File: config.mk
export PLATFORM = sky130hd
export DESIGN_NAME = mdio_smi_master
export DESIGN_NICKNAME = d
export VERILOG_FILES = /design/src/rtl/mdio_pkg.sv /design/src/rtl/mdio_mdc_gen.sv /design/src/rtl/mdio_addr_map.sv /design/src/rtl/mdio_frame_engine.sv /design/src/rtl/mdio_smi_master.sv
export SDC_FILE = /design/constraint.sdc
export NUM_CORES = 1
export LEC_CHECK = 0
export BUFFER_PORTS_ARGS = -buffer_cell sky130_fd_sc_hd__buf_2
export CAP_MARGIN = 20
export CORE_UTILIZATION = 44
export DETAILED_ROUTE_END_ITERATION = 12
export GPL_TIMING_DRIVEN = 0
export PLACE_DENSITY = 0.65
export SLEW_MARGIN = 40
export SYNTH_ARGS = -nofsm -noshare
export SYNTH_HDL_FRONTEND = slang
export SYNTH_SLANG_ARGS = --single-unit
File: constraint.sdc
create_clock -name clk -period 2.05 [get_ports clk]
set_input_delay 0.1025 -clock clk [delete_from_list [all_inputs] [get_ports clk]]
set_output_delay 0.1025 -clock clk [all_outputs]
set_load 0.05 [all_outputs]
File: src/rtl/mdio_pkg.sv
package mdio_pkg;
  localparam int FRAME_LEN  = 64;
  localparam int PRE_LEN    = 32;
  localparam int IDX_W      = $clog2(FRAME_LEN);
  localparam int TA_BIT     = 46;
  localparam int DATA_BIT   = 48;
  localparam int PHY_W      = 5;
  localparam int REG_W      = 5;
  localparam int XREG_W     = 8;
  localparam int DATA_W     = 16;

  localparam logic [1:0] SOF_CODE = 2'b01;
  localparam logic [1:0] OP_RD    = 2'b10;
  localparam logic [1:0] OP_WR    = 2'b01;
  localparam logic [1:0] TA_WR    = 2'b10;
  localparam logic [1:0] TA_RD    = 2'b11;

  typedef struct packed {
    logic              wr;
    logic [PHY_W-1:0]  phy;
    logic [REG_W-1:0]  regf;
    logic [DATA_W-1:0] data;
  } mdio_cmd_t;

  function automatic logic [FRAME_LEN-1:0] build_frame(input mdio_cmd_t c);
    logic [FRAME_LEN-1:0] f;
    f = {{PRE_LEN{1'b1}}, SOF_CODE, (c.wr ? OP_WR : OP_RD), c.phy, c.regf,
         (c.wr ? TA_WR : TA_RD), (c.wr ? c.data : {DATA_W{1'b1}})};
    return f;
  endfunction
endpackage

File: src/rtl/mdio_mdc_gen.sv
module mdio_mdc_gen #(
  parameter int DIV_W = 8
) (
  input  logic             clk,
  input  logic             rst_n,
  input  logic             run,
  input  logic [DIV_W-1:0] half_div,
  output logic             mdc,
  output logic             tick_rise,
  output logic             tick_fall
);
  logic [DIV_W-1:0] cnt;
  logic [DIV_W-1:0] lim;
  logic             wrap;

  assign lim       = (half_div == '0) ? '0 : half_div - 1'b1;
  assign wrap      = run && (cnt >= lim);
  assign tick_rise = wrap && !mdc;
  assign tick_fall = wrap && mdc;

  always_ff @(posedge clk or negedge rst_n) begin
    if (!rst_n) begin
      cnt <= '0;
      mdc <= 1'b0;
    end else if (!run) begin
      cnt <= '0;
      mdc <= 1'b0;
    end else if (wrap) begin
      cnt <= '0;
      mdc <= !mdc;
    end else begin
      cnt <= cnt + 1'b1;
    end
  end

  AST_MDC_TOGGLE_ON_TICK: assert property (@(posedge clk) disable iff (!rst_n)
    (run && !$stable(mdc)) |-> $past(wrap));
endmodule

File: src/rtl/mdio_addr_map.sv
module mdio_addr_map
  import mdio_pkg::*;
(
  input  logic              wr,
  input  logic [PHY_W-1:0]  phy_in,
  input  logic [XREG_W-1:0] reg_in,
  input  logic [DATA_W-1:0] wdata,
  output mdio_cmd_t         cmd
);
  logic ext;
  assign ext = (phy_in == '0);

  always_comb begin
    cmd.wr   = wr;
    cmd.data = wdata;
    cmd.regf = reg_in[REG_W-1:0];
    if (ext) cmd.phy = {reg_in[7], reg_in[6], 1'b1, 1'b1, reg_in[5]};
    else     cmd.phy = phy_in;
  end
endmodule

File: src/rtl/mdio_frame_engine.sv
module mdio_frame_engine
  import mdio_pkg::*;
(
  input  logic              clk,
  input  logic              rst_n,
  input  logic              start,
  input  mdio_cmd_t         cmd,
  input  logic              mdc,
  input  logic              tick_rise,
  input  logic              tick_fall,
  input  logic              mdio_i,
  output logic              busy,
  output logic              mdio_o,
  output logic              mdio_oe,
  output logic              done,
  output logic [DATA_W-1:0] rdata,
  output logic              noresp
);
  logic [FRAME_LEN-1:0] shreg;
  logic [IDX_W-1:0]     bit_idx;
  logic [IDX_W-1:0]     nxt_idx;
  logic                 is_wr;
  logic [DATA_W-1:0]    rx_sh;
  logic                 last_bit;

  assign nxt_idx  = bit_idx + 1'b1;
  assign last_bit = (bit_idx == IDX_W'(FRAME_LEN - 1));

  always_ff @(posedge clk or negedge rst_n) begin
    if (!rst_n) begin
      shreg   <= '0;
      bit_idx <= '0;
      is_wr   <= 1'b0;
      rx_sh   <= '0;
      busy    <= 1'b0;
      mdio_o  <= 1'b0;
      mdio_oe <= 1'b0;
      done    <= 1'b0;
      rdata   <= '0;
      noresp  <= 1'b0;
    end else begin
      done <= 1'b0;
      if (!busy) begin
        if (start) begin
          shreg   <= build_frame(cmd);
          mdio_o  <= build_frame(cmd)[FRAME_LEN-1];
          mdio_oe <= 1'b1;
          bit_idx <= '0;
          is_wr   <= cmd.wr;
          rx_sh   <= '0;
          busy    <= 1'b1;
        end
      end else begin
        if (tick_rise && !is_wr && (bit_idx >= IDX_W'(DATA_BIT)))
          rx_sh <= {rx_sh[DATA_W-2:0], mdio_i};
        if (tick_fall) begin
          if (last_bit) begin
            busy    <= 1'b0;
            mdio_oe <= 1'b0;
            mdio_o  <= 1'b0;
            done    <= 1'b1;
            rdata   <= is_wr ? '0 : rx_sh;
            noresp  <= !is_wr && (rx_sh == {DATA_W{1'b1}});
          end else begin
            bit_idx <= nxt_idx;
            shreg   <= {shreg[FRAME_LEN-2:0], 1'b0};
            mdio_o  <= shreg[FRAME_LEN-2];
            mdio_oe <= is_wr || (nxt_idx < IDX_W'(TA_BIT));
          end
        end
      end
    end
  end

  AST_MDIO_STABLE_HIGH: assert property (@(posedge clk) disable iff (!rst_n)
    !$stable(mdio_o) |-> !mdc);

  AST_READ_RELEASE: assert property (@(posedge clk) disable iff (!rst_n)
    (busy && !is_wr && (bit_idx >= IDX_W'(TA_BIT))) |-> !mdio_oe);

  AST_WRITE_DRIVE: assert property (@(posedge clk) disable iff (!rst_n)
    (busy && is_wr && !start) |-> mdio_oe);

  AST_DONE_PULSE: assert property (@(posedge clk) disable iff (!rst_n)
    done |=> !done);
endmodule

File: src/rtl/mdio_smi_master.sv
module mdio_smi_master
  import mdio_pkg::*;
#(
  parameter int DIV_W = 8
) (
  input  logic              clk,
  input  logic              rst_n,
  input  logic [DIV_W-1:0]  cfg_div,
  input  logic              req_valid,
  output logic              req_ready,
  input  logic              req_write,
  input  logic [4:0]        req_phy,
  input  logic [7:0]        req_reg,
  input  logic [15:0]       req_wdata,
  output logic              rsp_valid,
  output logic [15:0]       rsp_rdata,
  output logic              rsp_noresp,
  output logic              mdc,
  output logic              mdio_o,
  output logic              mdio_oe,
  input  logic              mdio_i
);
  mdio_cmd_t cmd;
  logic      busy;
  logic      start;
  logic      tick_rise;
  logic      tick_fall;

  assign req_ready = !busy;
  assign start     = req_valid && req_ready;

  mdio_addr_map u_map (
    .wr     (req_write),
    .phy_in (req_phy),
    .reg_in (req_reg),
    .wdata  (req_wdata),
    .cmd    (cmd)
  );

  mdio_mdc_gen #(.DIV_W(DIV_W)) u_mdc (
    .clk       (clk),
    .rst_n     (rst_n),
    .run       (busy),
    .half_div  (cfg_div),
    .mdc       (mdc),
    .tick_rise (tick_rise),
    .tick_fall (tick_fall)
  );

  mdio_frame_engine u_eng (
    .clk       (clk),
    .rst_n     (rst_n),
    .start     (start),
    .cmd       (cmd),
    .mdc       (mdc),
    .tick_rise (tick_rise),
    .tick_fall (tick_fall),
    .mdio_i    (mdio_i),
    .busy      (busy),
    .mdio_o    (mdio_o),
    .mdio_oe   (mdio_oe),
    .done      (rsp_valid),
    .rdata     (rsp_rdata),
    .noresp    (rsp_noresp)
  );

  AST_IDLE_MDC_LOW: assert property (@(posedge clk) disable iff (!rst_n)
    req_ready |-> !mdc);

  AST_ACCEPT_BUSY: assert property (@(posedge clk) disable iff (!rst_n)
    start |=> !req_ready);

  AST_DONE_FREES: assert property (@(posedge clk) disable iff (!rst_n)
    rsp_valid |-> req_ready);

  AST_NORESP_READ_ONLY: assert property (@(posedge clk) disable iff (!rst_n)
    (rsp_valid && rsp_noresp) |-> (rsp_rdata == 16'hFFFF));
endmodule

==> metrics.md <==
| Metric | Value |
|---|---|
| Clock root cell | `clkbuf_16` |
| P_leak | `roughly 3.6 nW` |
| Worst path max stage delay | `about 380 ps` |
| Initial core utilization | `45.43%` |
| Clock skew | `5.607 ps` |
| VDD IR max | `between 0.0006 and 0.0007 V` |
| Clock Latency Late Sink | `around 420 ps` |
| Synth Warn # | `0` |
| Pins Over Slew Limit | `0` |
| Crit-path max FO | `6` |
| CTS tree | `built` |
| Fin. Hold Viols | `0` |
| Antenna violations before repair | `0` |
| Placed cell area | `between 6000 and 7000 um^2` |
| # rows | `a little over 40` |
| Largest family of logic cells by synthesized area | `simple AND/OR/NAND/NOR gates` |
| Synth cell types | `53` |
| Async set or reset register ratio after synthesis | `100.0%` |
| Setup violators final | `approximately 120` |
| Sequential area share after synthesis | `50.23%` |
| DRC errors left | `0` |
| Worst R2R Path Depth | `9` |
| Hold Path Class | `in -> reg` |
| Drt pass-1 iters | `5` |
| Share of layout cells above drive strength 1 | `35.41%` |
| RSZ-0062 raised after global routing | `yes` |
| Fin crit period | `about 2600 ps` |
| Setup CP Type | `in -> reg` |
| Clock slew at reported path FFs | `approximately 50 ps` |
| Vias in the first global route | `approximately 5200` |
| Final worst-path cycle share | `124.8%` |
| Crit start category | `input pin` |
| Mux contribution to synthesized area | `~8.4%` |
| Fillers | `about 1000` |
| WP buf/inv | `4` |
| Half-perimeter wire length after detailed placement | `9520 um` |
| Post-Syn Area | `just under 6000 um^2` |
| EDFF count, synth | `0` |
| Delay-heaviest family, CP | `simple AND/OR/NAND/NOR gates` |
| WP data required | `approximately 2400 ps` |
| Reg-to-Reg Start | `u_mdc.cnt[0]` |
| Syn Area/Cell | `9.664 um^2` |
| CP max-delay cell | `or3_4` |
| Commonest non-fill, non-tap cells in the layout | `dfrtp_1 (116), nor2_1 (64), buf_2 (63), nand2_1 (40), a21oi_2 (30)` |
| R2R setup slack | `-340 ps` |
| Pwr dens | `about 1200 nW/um^2` |
| H-tree levels | `4` |
| Critical path destination | `u_eng.rdata[0]` |
| Synth Register Bits | `~120` |
| Largest net degree at the start of global routing | `66` |
| Maximum clock path buffer count | `2` |
| Antenna Nets Post-Route | `0` |
| XOR/XNOR Fraction of Synth Area | `under 10%` |
| Relative slew slack | `53.07%` |
| Failing checks | `setup timing` |
| Initial drt markers | `288` |
| Core area | `12720 um^2` |
| Area Growth Syn to Fin | `45.27%` |
| Synthesized Nets | `roughly 650` |
| Synth Area in Simple Gates | `between 10% and 20%` |
| NumNets Final | `just under 800` |
| Critical-path cell list | `buf_12 -> inv_12 -> ha_4 -> nor2b_4 -> nand3b_1 -> or3_4 -> and2_4 -> ha_4 -> nand2b_4 -> a2111o_1 -> a21oi_4 -> buf_12 -> nor3_4 -> buf_6 -> mux2_4` |
| Width of the die | `~120 um` |
| Finished Layout Cells | `slightly above 900` |
| Hold_sp | `req_phy[2]` |
| Worst setup EP type | `flip-flop` |
| Max Freq | `between 300 and 400 MHz` |
| Detail-routed via count per cell | `~5.6` |
| Final worst setup slack | `-508.8 ps` |
| DR WL/cell | `approximately 17 um` |
| Gr usage total | `approximately 25%` |
| Actual slew at the worst max-slew pin | `slightly above 700 ps` |
| Clock Sinks | `about 120` |
| Die Y-Extent | `116.6 um` |
| WP depth | `15` |
| Post-Synth Adder-Cell Area | `2.381%` |
| Fin area | `~8400 um^2` |
| Most used flip-flop cell after synthesis | `dfrtp_1` |
| I/O Pins | `64` |
| Max cap viols | `0` |
| Placer Congestion | `approximately 0.83` |
| Commonest non-fill, non-tap cell in the layout | `dfrtp_1` |
| Ant diodes | `0` |
| Vias | `approximately 5200` |
| First-pass GRT wire length | `approximately 25000 um` |
| Worst Setup SP | `cfg_div[1]` |
| Die Area | `between 10000 and 15000 um^2` |
| Port bufs | `63` |
| Inserted Clock Buffers | `17` |
| Setup TNS | `-47740 ps` |
| Reg-to-Reg End | `u_eng.rdata[0]` |
| Outcome | `finished, violations left` |
| Total global routing overflow | `0` |
| CP arrival | `2860 ps` |
| Synth Area in Compound Gates | `between 10% and 20%` |
| Syn Inst Count | `598` |
| Final Routed Wirelength | `~16000 um` |
| Post-Place Cells | `834` |
==> kinds of logic (layout without fill, tap and decap cells) <==
kind of cell	after synthesis	after routing
and+or+nand+nor	218	218
xor gates and xnor gates	11	11
AOI/OAI and AO/OA	133	133
buffers and inverters	66	222
muxes	43	43
DFF	116	116
adders and majority gates	11	11
==> through the flow <==
step                setup WS [ps]  power (W)  util, %  hold WS (ps)
floorplan                  -721.5   0.005486        -        -193.1
global placement            -1185   0.006121    51.63         339.5
finish                     -508.8    0.01037    65.99         38.57
global route               -592.7    0.01089    65.99         50.92
CTS                        -480.8   0.009968    63.81         16.51
detailed placement          -1285   0.006271    51.98         41.27
==> cell usage after synthesis (8+ instances only) <==
cell type,instances,area (um^2)
nand2b_1,11,68.82
nand4_1,11,68.82
nor2_1,71,266.5
a21oi_1,41,205.2
mux2_2,9,101.4
clkbuf_1,30,112.6
nand3_1,19,95.09
o22ai_1,16,100.1
mux2_4,8,120.1
nand2_1,42,157.7
nor4_1,35,219.0
ha_1,11,137.6
nor3_1,9,45.04
o21ai_0,37,185.2
dfrtp_1,116,2903
inv_1,22,82.58
buf_2,9,45.04
mux2i_1,25,250.2
==> worst min-delay path: stages <==
cell     delay [ps]
buf_2            90
o21a_1          120
a21oi_1          50
nand3_2          60
==> registers in the layout, summed over array words and instances, names as in the netlist <==
name and count:
u_eng.rx_sh 16, u_eng.busy 1, u_mdc.cnt 8, u_eng.mdio_oe 1
u_eng.done 1, u_eng.shreg 63, u_eng.rdata 16, u_eng.mdio_o 1
u_mdc.mdc 1, u_eng.bit_idx 6, u_eng.is_wr 1, u_eng.noresp 1
==> cell type report <==
type,count,area (um^2),share of cell area (%)
Tap cell,172,215.2,2.563
Clock buffer,21,480.5,5.723
Sequential cell,116,2903,34.58
Timing Repair Buffer,128,1115,13.28
Clock inverter,10,128.9,1.535
Inverter,22,102.6,1.222
Multi-Input combinational cell,416,3156,37.59
Buffer,41,295.3,3.517
==> how the worst min path moves through the flow <==
| stage | cells past startpoint | end |
|---|---|---|
| floorplan | 0 | u_eng.bit_idx[0] |
| global placement | 2 | u_eng.rx_sh[0] |
| detailed placement | 1 | u_mdc.cnt[4] |
| CTS | 3 | u_eng.shreg[0] |
| global route | 3 | u_eng.shreg[0] |
| finish | 4 | u_eng.shreg[25] |
==> what timing repair did <==
action | 4_1_cts | 5_1_grt
resized for setup | 87 | 58
pin swaps | 34 | 18
hold buffers | 24 | 0
cloned | 7 | 2
setup buffers | 28 | 8
setup endpoints to repair | 115 | 115
endpoints found under the hold margin | 74 | 0
==> report_power, final <==
group	internal [W]	leakage, nW	switching [W]
Combinational	0.00173	1.90	0.00222
Clock	0.00202	0.308	0.00102
Sequential	0.00289	1.41	0.000490
Total	0.00664	3.62	0.00373
==> metal layers <==
layer | vias to the layer above | routed length (um) | track usage (%)
met5 | - | 0 | 0
met4 | 0 | 319 | 10.46
met3 | 32 | 698 | 5.086
met2 | 138 | 7898 | 40.99
met1 | 2616 | 6819 | 30.88
li1 | 2438 | - | -
No activity file was read; power rests on OpenSTA's default activity.
